### src/rtl/snpflt_pkg.sv
package snpflt_pkg;

  // Verdict encoding carried by the output register.
  typedef enum logic {
    VERDICT_FILTER  = 1'b0,
    VERDICT_FORWARD = 1'b1
  } snp_verdict_e;

endpackage

### src/rtl/snpflt_tag_store.sv
// Direct-mapped valid/tag table with two combinational read ports,
// one write port (snoop recording) and one clear port (fill removal).
module snpflt_tag_store #(
  parameter int IDX_W = 4,
  parameter int TAG_W = 22
) (
  input  logic             clk,
  input  logic             rst_n,
  input  logic             flush_i,
  input  logic [IDX_W-1:0] rda_idx,
  output logic             rda_vld,
  output logic [TAG_W-1:0] rda_tag,
  input  logic [IDX_W-1:0] rdb_idx,
  output logic             rdb_vld,
  output logic [TAG_W-1:0] rdb_tag,
  input  logic             wr_en,
  input  logic [IDX_W-1:0] wr_idx,
  input  logic [TAG_W-1:0] wr_tag,
  input  logic             clr_en,
  input  logic [IDX_W-1:0] clr_idx
);
  localparam int DEPTH = 1 << IDX_W;

  logic             vld_q [DEPTH];
  logic [TAG_W-1:0] tag_q [DEPTH];

  // Priority per slot: flush, then recording, then clearing.
  always_ff @(posedge clk) begin
    if (!rst_n) begin
      for (int e = 0; e < DEPTH; e++) begin
        vld_q[e] <= 1'b0;
        tag_q[e] <= '0;
      end
    end else if (flush_i) begin
      for (int e = 0; e < DEPTH; e++) vld_q[e] <= 1'b0;
    end else begin
      for (int e = 0; e < DEPTH; e++) begin
        if (wr_en && (wr_idx == IDX_W'(e))) begin
          vld_q[e] <= 1'b1;
          tag_q[e] <= wr_tag;
        end else if (clr_en && (clr_idx == IDX_W'(e))) begin
          vld_q[e] <= 1'b0;
        end
      end
    end
  end

  assign rda_vld = vld_q[rda_idx];
  assign rda_tag = tag_q[rda_idx];
  assign rdb_vld = vld_q[rdb_idx];
  assign rdb_tag = tag_q[rdb_idx];

endmodule

### src/rtl/snpflt_probe.sv
// Splits line addresses into slot and tag and resolves matches.
module snpflt_probe #(
  parameter int LINE_W = 26,
  parameter int IDX_W  = 4,
  localparam int TAG_W = LINE_W - IDX_W
) (
  input  logic [LINE_W-1:0] snp_line,
  input  logic [LINE_W-1:0] fill_line,
  input  logic              fill_vld,
  output logic [IDX_W-1:0]  snp_idx,
  output logic [TAG_W-1:0]  snp_tag,
  output logic [IDX_W-1:0]  fill_idx,
  output logic [TAG_W-1:0]  fill_tag,
  input  logic              rda_vld,
  input  logic [TAG_W-1:0]  rda_tag,
  input  logic              rdb_vld,
  input  logic [TAG_W-1:0]  rdb_tag,
  output logic              snp_match,
  output logic              fill_match,
  output logic              same_line
);
  function automatic logic [IDX_W-1:0] slot_of(input logic [LINE_W-1:0] ln);
    return ln[IDX_W-1:0];
  endfunction

  function automatic logic [TAG_W-1:0] tag_of(input logic [LINE_W-1:0] ln);
    return ln[LINE_W-1:IDX_W];
  endfunction

  always_comb begin
    snp_idx    = slot_of(snp_line);
    snp_tag    = tag_of(snp_line);
    fill_idx   = slot_of(fill_line);
    fill_tag   = tag_of(fill_line);
    snp_match  = rda_vld && (rda_tag == snp_tag);
    fill_match = fill_vld && rdb_vld && (rdb_tag == fill_tag);
    same_line  = fill_vld && (fill_line == snp_line);
  end

endmodule

### src/rtl/snpflt_verdict_reg.sv
// One-cycle registered verdict.
module snpflt_verdict_reg
  import snpflt_pkg::*;
#(
  parameter int LINE_W = 26
) (
  input  logic              clk,
  input  logic              rst_n,
  input  logic              take,
  input  snp_verdict_e      verdict,
  input  logic [LINE_W-1:0] line,
  output logic              dec_valid,
  output logic              dec_fwd,
  output logic [LINE_W-1:0] dec_line
);
  snp_verdict_e verdict_q;

  always_ff @(posedge clk) begin
    if (!rst_n) begin
      dec_valid <= 1'b0;
      verdict_q <= VERDICT_FILTER;
      dec_line  <= '0;
    end else begin
      dec_valid <= take;
      if (take) begin
        verdict_q <= verdict;
        dec_line  <= line;
      end
    end
  end

  assign dec_fwd = (verdict_q == VERDICT_FORWARD);

endmodule

### src/rtl/snoop_absence_filter.sv
module snoop_absence_filter
  import snpflt_pkg::*;
#(
  parameter int LINE_W = 26,
  parameter int IDX_W  = 4
) (
  input  logic              clk,
  input  logic              rst_n,
  input  logic              flush_i,
  input  logic              snp_valid_i,
  output logic              snp_ready_o,
  input  logic [LINE_W-1:0] snp_line_i,
  input  logic              fill_valid_i,
  input  logic [LINE_W-1:0] fill_line_i,
  output logic              dec_valid_o,
  output logic              dec_fwd_o,
  output logic [LINE_W-1:0] dec_line_o
);
  localparam int TAG_W = LINE_W - IDX_W;

  // Named internal events, also visible to the bound checker.
  logic accept;
  logic lookup_hit;
  logic alloc_en;
  logic clear_en;

  logic [IDX_W-1:0] snp_idx, fill_idx;
  logic [TAG_W-1:0] snp_tag, fill_tag;
  logic             rda_vld, rdb_vld;
  logic [TAG_W-1:0] rda_tag, rdb_tag;
  logic             snp_match, fill_match, same_line;
  snp_verdict_e     verdict;

  assign snp_ready_o = !flush_i;
  assign accept      = snp_valid_i && snp_ready_o;

  snpflt_probe #(.LINE_W(LINE_W), .IDX_W(IDX_W)) u_probe (
    .snp_line  (snp_line_i),
    .fill_line (fill_line_i),
    .fill_vld  (fill_valid_i),
    .snp_idx   (snp_idx),
    .snp_tag   (snp_tag),
    .fill_idx  (fill_idx),
    .fill_tag  (fill_tag),
    .rda_vld   (rda_vld),
    .rda_tag   (rda_tag),
    .rdb_vld   (rdb_vld),
    .rdb_tag   (rdb_tag),
    .snp_match (snp_match),
    .fill_match(fill_match),
    .same_line (same_line)
  );

  // A same-cycle fill of the snooped line makes the line present again.
  assign lookup_hit = accept && snp_match && !same_line;
  assign alloc_en   = accept && !snp_match && !same_line;
  assign clear_en   = fill_match;
  assign verdict    = lookup_hit ? VERDICT_FILTER : VERDICT_FORWARD;

  snpflt_tag_store #(.IDX_W(IDX_W), .TAG_W(TAG_W)) u_store (
    .clk     (clk),
    .rst_n   (rst_n),
    .flush_i (flush_i),
    .rda_idx (snp_idx),
    .rda_vld (rda_vld),
    .rda_tag (rda_tag),
    .rdb_idx (fill_idx),
    .rdb_vld (rdb_vld),
    .rdb_tag (rdb_tag),
    .wr_en   (alloc_en),
    .wr_idx  (snp_idx),
    .wr_tag  (snp_tag),
    .clr_en  (clear_en),
    .clr_idx (fill_idx)
  );

  snpflt_verdict_reg #(.LINE_W(LINE_W)) u_verdict (
    .clk      (clk),
    .rst_n    (rst_n),
    .take     (accept),
    .verdict  (verdict),
    .line     (snp_line_i),
    .dec_valid(dec_valid_o),
    .dec_fwd  (dec_fwd_o),
    .dec_line (dec_line_o)
  );

endmodule

### config.mk
export PLATFORM = sky130hd
export DESIGN_NAME = snoop_absence_filter
export DESIGN_NICKNAME = d
export VERILOG_FILES = /design/src/rtl/snpflt_pkg.sv /design/src/rtl/snpflt_tag_store.sv /design/src/rtl/snpflt_probe.sv /design/src/rtl/snpflt_verdict_reg.sv /design/src/rtl/snoop_absence_filter.sv
export SDC_FILE = /design/constraint.sdc
export NUM_CORES = 1
export LEC_CHECK = 0
export ABC_AREA = 1
export CAP_MARGIN = 30
export CORE_MARGIN = 1
export CORE_UTILIZATION = 30
export DETAILED_ROUTE_END_ITERATION = 12
export PLACE_DENSITY_LB_ADDON = 0.2
export SETUP_SLACK_MARGIN = 0.02
export SYNTH_ARGS = -nofsm -noshare
export SYNTH_HDL_FRONTEND = slang
export SYNTH_SLANG_ARGS = --single-unit
### constraint.sdc
create_clock -name clk -period 3.8 [get_ports clk]
set_clock_uncertainty 0.15 [all_clocks]
set_input_delay 0.76 -clock clk [delete_from_list [all_inputs] [get_ports clk]]
set_output_delay 0.76 -clock clk [all_outputs]
set_load 0.01 [all_outputs]
==> results.toml, run 1 <==
[min_path]
hp-start = "u_verdict.dec_line[2]$_SDFFE_PN0P_"
min_to = "u_verdict.dec_line[2]$_SDFFE_PN0P_"
min_delay_path_depth = 2
hp-class = "reg2reg"

[synthesis]
yosysUniqueCellTypes = 33
async_flop_share_pct = 0
netlist_instances = 3171
synth_fp_nets = 3228
seq_area_frac_synth_pct = 50.3
synth-edff-count = 359
dominantRegCellSynth = "edfxtp_1"
synth_area_per_cell_um2 = 7.22
yosys_warnings = 0
synth_seq_cells = 396
syn_area_mm2 = 0.0229

[die]
io_pins = 86
rows = 100
coreArea_mm2 = 0.0749
fp.dieW_um = 278
start_util_pct = 30.5
die_h_um = 278
fp.dieArea_mm2 = 0.0774

[clock_network]
cts_num_sinks = 396
h-tree-depth = 2
cts_tree = "done"
clk_pin_slew_ns = 0.06
cts_setup_buffers = 0
clockBufferDepth = 3
cts_made_buffers = 46
clock_latency_ns = 0.61
cts_root_buf = "clkbuf_16"

[grt]
grt_first_pass_wirelength_um = 137000
grt_pass1_vias = 20100
track_usage_pct = 24.2
overflow = 0
grt_max_degree = 75
antenna_found_initial = 2

[timing]
rsz0062_at_grt = "no"
worst_pin_slew_ns = 0.614
slew_viol_final = 0
finalHoldViolCount = 0
relSlewSlack_pct = 59.0
finalCritPeriodShare_pct = 97.3
fmax_ghz = 0.270
min_period_ns = 3.70
setup_viol = 0
setup_ws_ns = 0.102

[finish]
ff_latch_area_mm2 = 0.0115
final_cell_count_no_fill = 4421
drive_above_1_share_pct = 11.2
antenna_cells = 0
area_growth_pct = 24.5
final_net_count = 3473
multi_input_area_mm2 = 0.00978
post-route-util_pct = 38.0
fillers = 7807

[worst_setup_path]
r2r_setup_slack_ns = 0.70
r2r_start = "u_store.vld_q[11]$_SDFFCE_PP0P_"
crit_fanout = 16
ff2ff_path_depth = 18
worstSetupEndpointType = "register"
arrival_ns = 3.85
r2r-end = "u_store.tag_q[11][14]$_DFFE_PP_"
startpoint_type = "input port"
critPathKind = "in2reg"
cp.required_ns = 3.95

[pwr]
p_per_area_mw_per_mm2 = 418
vdd_drop_max_mv = 0.333
leakage_uw = 0.0132

[detailed_routing]
wl_per_cell_um = 21.4
via_count = 21700
drtPass1Iterations = 6
vias_per_cell = 4.91
drc = 0
drt_iter0_drc = 2416
detail-route-antenna-nets = 0
finalWirelength_um = 94600

[placement]
dp_slack_ns = -0.396
place_inst = 4337
gp_congestion = 0.977
dpl.hpwl_um = 70500
portBuffers = 85

[flow_run]
maxCapViolCount = 0

[status]
status = "complete, no violations"
per-stage QoR:
| step | area, um^2 | setup TNS [ns] | total power (uW) | hold slack [ns] |
|---|---|---|---|---|
| 2_1_floorplan | 22900 | 0 | 6270 | 0.303 |
| 3_3_place_gp | 26900 | -142.70 | 7300 | 0.315 |
| 3_5_place_dp | 26900 | -149.92 | 7300 | 0.332 |
| 4_1_cts | 28500 | 0 | 12000 | 0.342 |
| 5_1_grt | 28500 | 0 | 12400 | 0.352 |
| 6_report | 28500 | 0 | 11900 | 0.340 |
layout make-up:
| class | instances | share of cell area [%] |
|---|---|---|
| sequential | 396 | 40.4 |
| multi-input combinational | 2415 | 34.3 |
| timing repair buffer | 364 | 12.9 |
| clock buffer | 61 | 4.64 |
| tap | 969 | 4.25 |
| inverter | 193 | 2.55 |
| clock inverter | 23 | 0.891 |
logic make-up (layout without fill, tap and decap cells):
| kind of cell | count (synthesis) | count (layout) | synth area share [%] |
|---|---|---|---|
| xor gates and xnor gates | 9 | 9 | 0.344 |
| DFF | 396 | 396 | 50.3 |
| and+or+nand+nor | 2114 | 2114 | 35.7 |
| buffers and inverters | 360 | 641 | 7.02 |
| AOI/OAI and AO/OA | 292 | 292 | 6.60 |
worst max-delay path by stage:
stage,start,endpoint,slack (ns),depth (start not counted)
2_1_floorplan,snp_line_i[0],u_store.tag_q[7][0]$_SDFFCE_PN0P_,0.35,19
3_3_place_gp,snp_line_i[3],u_store.tag_q[11][14]$_DFFE_PP_,-0.38,20
3_5_place_dp,snp_line_i[2],u_store.tag_q[11][14]$_DFFE_PP_,-0.40,20
4_1_cts,snp_line_i[2],u_store.tag_q[11][13]$_DFFE_PP_,0.22,20
5_1_grt,snp_line_i[2],u_store.tag_q[9][18]$_SDFFCE_PN0P_,0.03,19
6_report,snp_line_i[0],u_store.tag_q[11][14]$_DFFE_PP_,0.10,23
metal layers:
layer | global-route usage (%) | vias up | part of all wire (%)
li1 | - | 10500 | -
met1 | 34.5 | 10100 | 45
met2 | 36.6 | 914 | 43
met3 | 4.43 | 167 | 8.4
met4 | 8.32 | 4 | 3.5
met5 | 0 | - | 0.026
Yosys cell counts, types with 8 or more instances:
cell / number / area [um^2]
nand2_1: 1673 / 6280
edfxtp_1: 359 / 10800
nor2_1: 350 / 1310
o21ai_0: 204 / 1020
inv_1: 186 / 698
buf_2: 81 / 405
nand3_1: 50 / 250
a21oi_1: 38 / 190
clkbuf_1: 38 / 143
dfxtp_1: 37 / 741
o21ai_1: 28 / 140
buf_4: 25 / 188
nand4_1: 19 / 119
buf_1: 15 / 56.3
o22ai_1: 11 / 68.8
buf_6: 8 / 90.1
where the power goes:
part | leakage (uW) | total (uW) | internal (uW) | switching, uW
clock network | 0.000769 | 4690 | 2740 | 1960
logic | 0.00863 | 2060 | 699 | 1360
registers | 0.00375 | 5180 | 5040 | 138
registers in the layout (all words and copies together) (netlist names):
name / count
u_store.tag_q: 352
u_store.vld_q: 16
u_verdict.dec_fwd: 1
u_verdict.dec_line: 26
u_verdict.dec_valid: 1
repair_timing:
item                       4_1_cts  5_1_grt
hold buffers                     0        0
setup endpoints to repair        0       49
gates resized for setup          0        1
worst max-delay path, cell delays in order:
cell and delay [ns]:
clkbuf_8 0.19, nand2_1 0.26, inv_1 0.09, buf_4 0.17
buf_4 0.16, nand2_1 0.06, nand2_1 0.06, o21ai_0 0.35
nand2_1 0.09, inv_1 0.06, nand2_1 0.10, nand2_1 0.09
nor2_1 0.04, nand2_1 0.13, nor2_1 0.08, nand3_2 0.10
buf_12 0.13, nand2_1 0.08, buf_4 0.13, nor2_1 0.20
nand2_1 0.12, nand2_1 0.16, buf_12 0.20
cell usage in the layout (no fill, tap or decap), types with 12 or more instances in the layout:
master,synthesis,layout
a21oi_1,38,38
buf_12,0,60
buf_4,25,221
clkbuf_16,0,50
clkdlybuf4s50_1,0,80
clkinv_2,0,12
dfxtp_1,37,37
edfxtp_1,359,359
inv_1,186,184
nand2_1,1673,1673
nand3_1,50,50
nand4_1,19,19
nor2_1,350,343
nor2_2,6,13
o21ai_0,204,204
o21ai_1,28,28
(Power assumes the default switching activity.)
==> inputs of run 2 (changes only) <==
--- a/config.mk
+++ b/config.mk
@@ -9,6 +9,7 @@
 export CAP_MARGIN = 30
 export CORE_MARGIN = 1
 export CORE_UTILIZATION = 30
+export CTS_CLUSTER_SIZE = 16
 export DETAILED_ROUTE_END_ITERATION = 12
 export PLACE_DENSITY_LB_ADDON = 0.2
 export SETUP_SLACK_MARGIN = 0.02
==> results of run 2 <==
The final DEF is identical to that of run 1; final timing and power are the same.
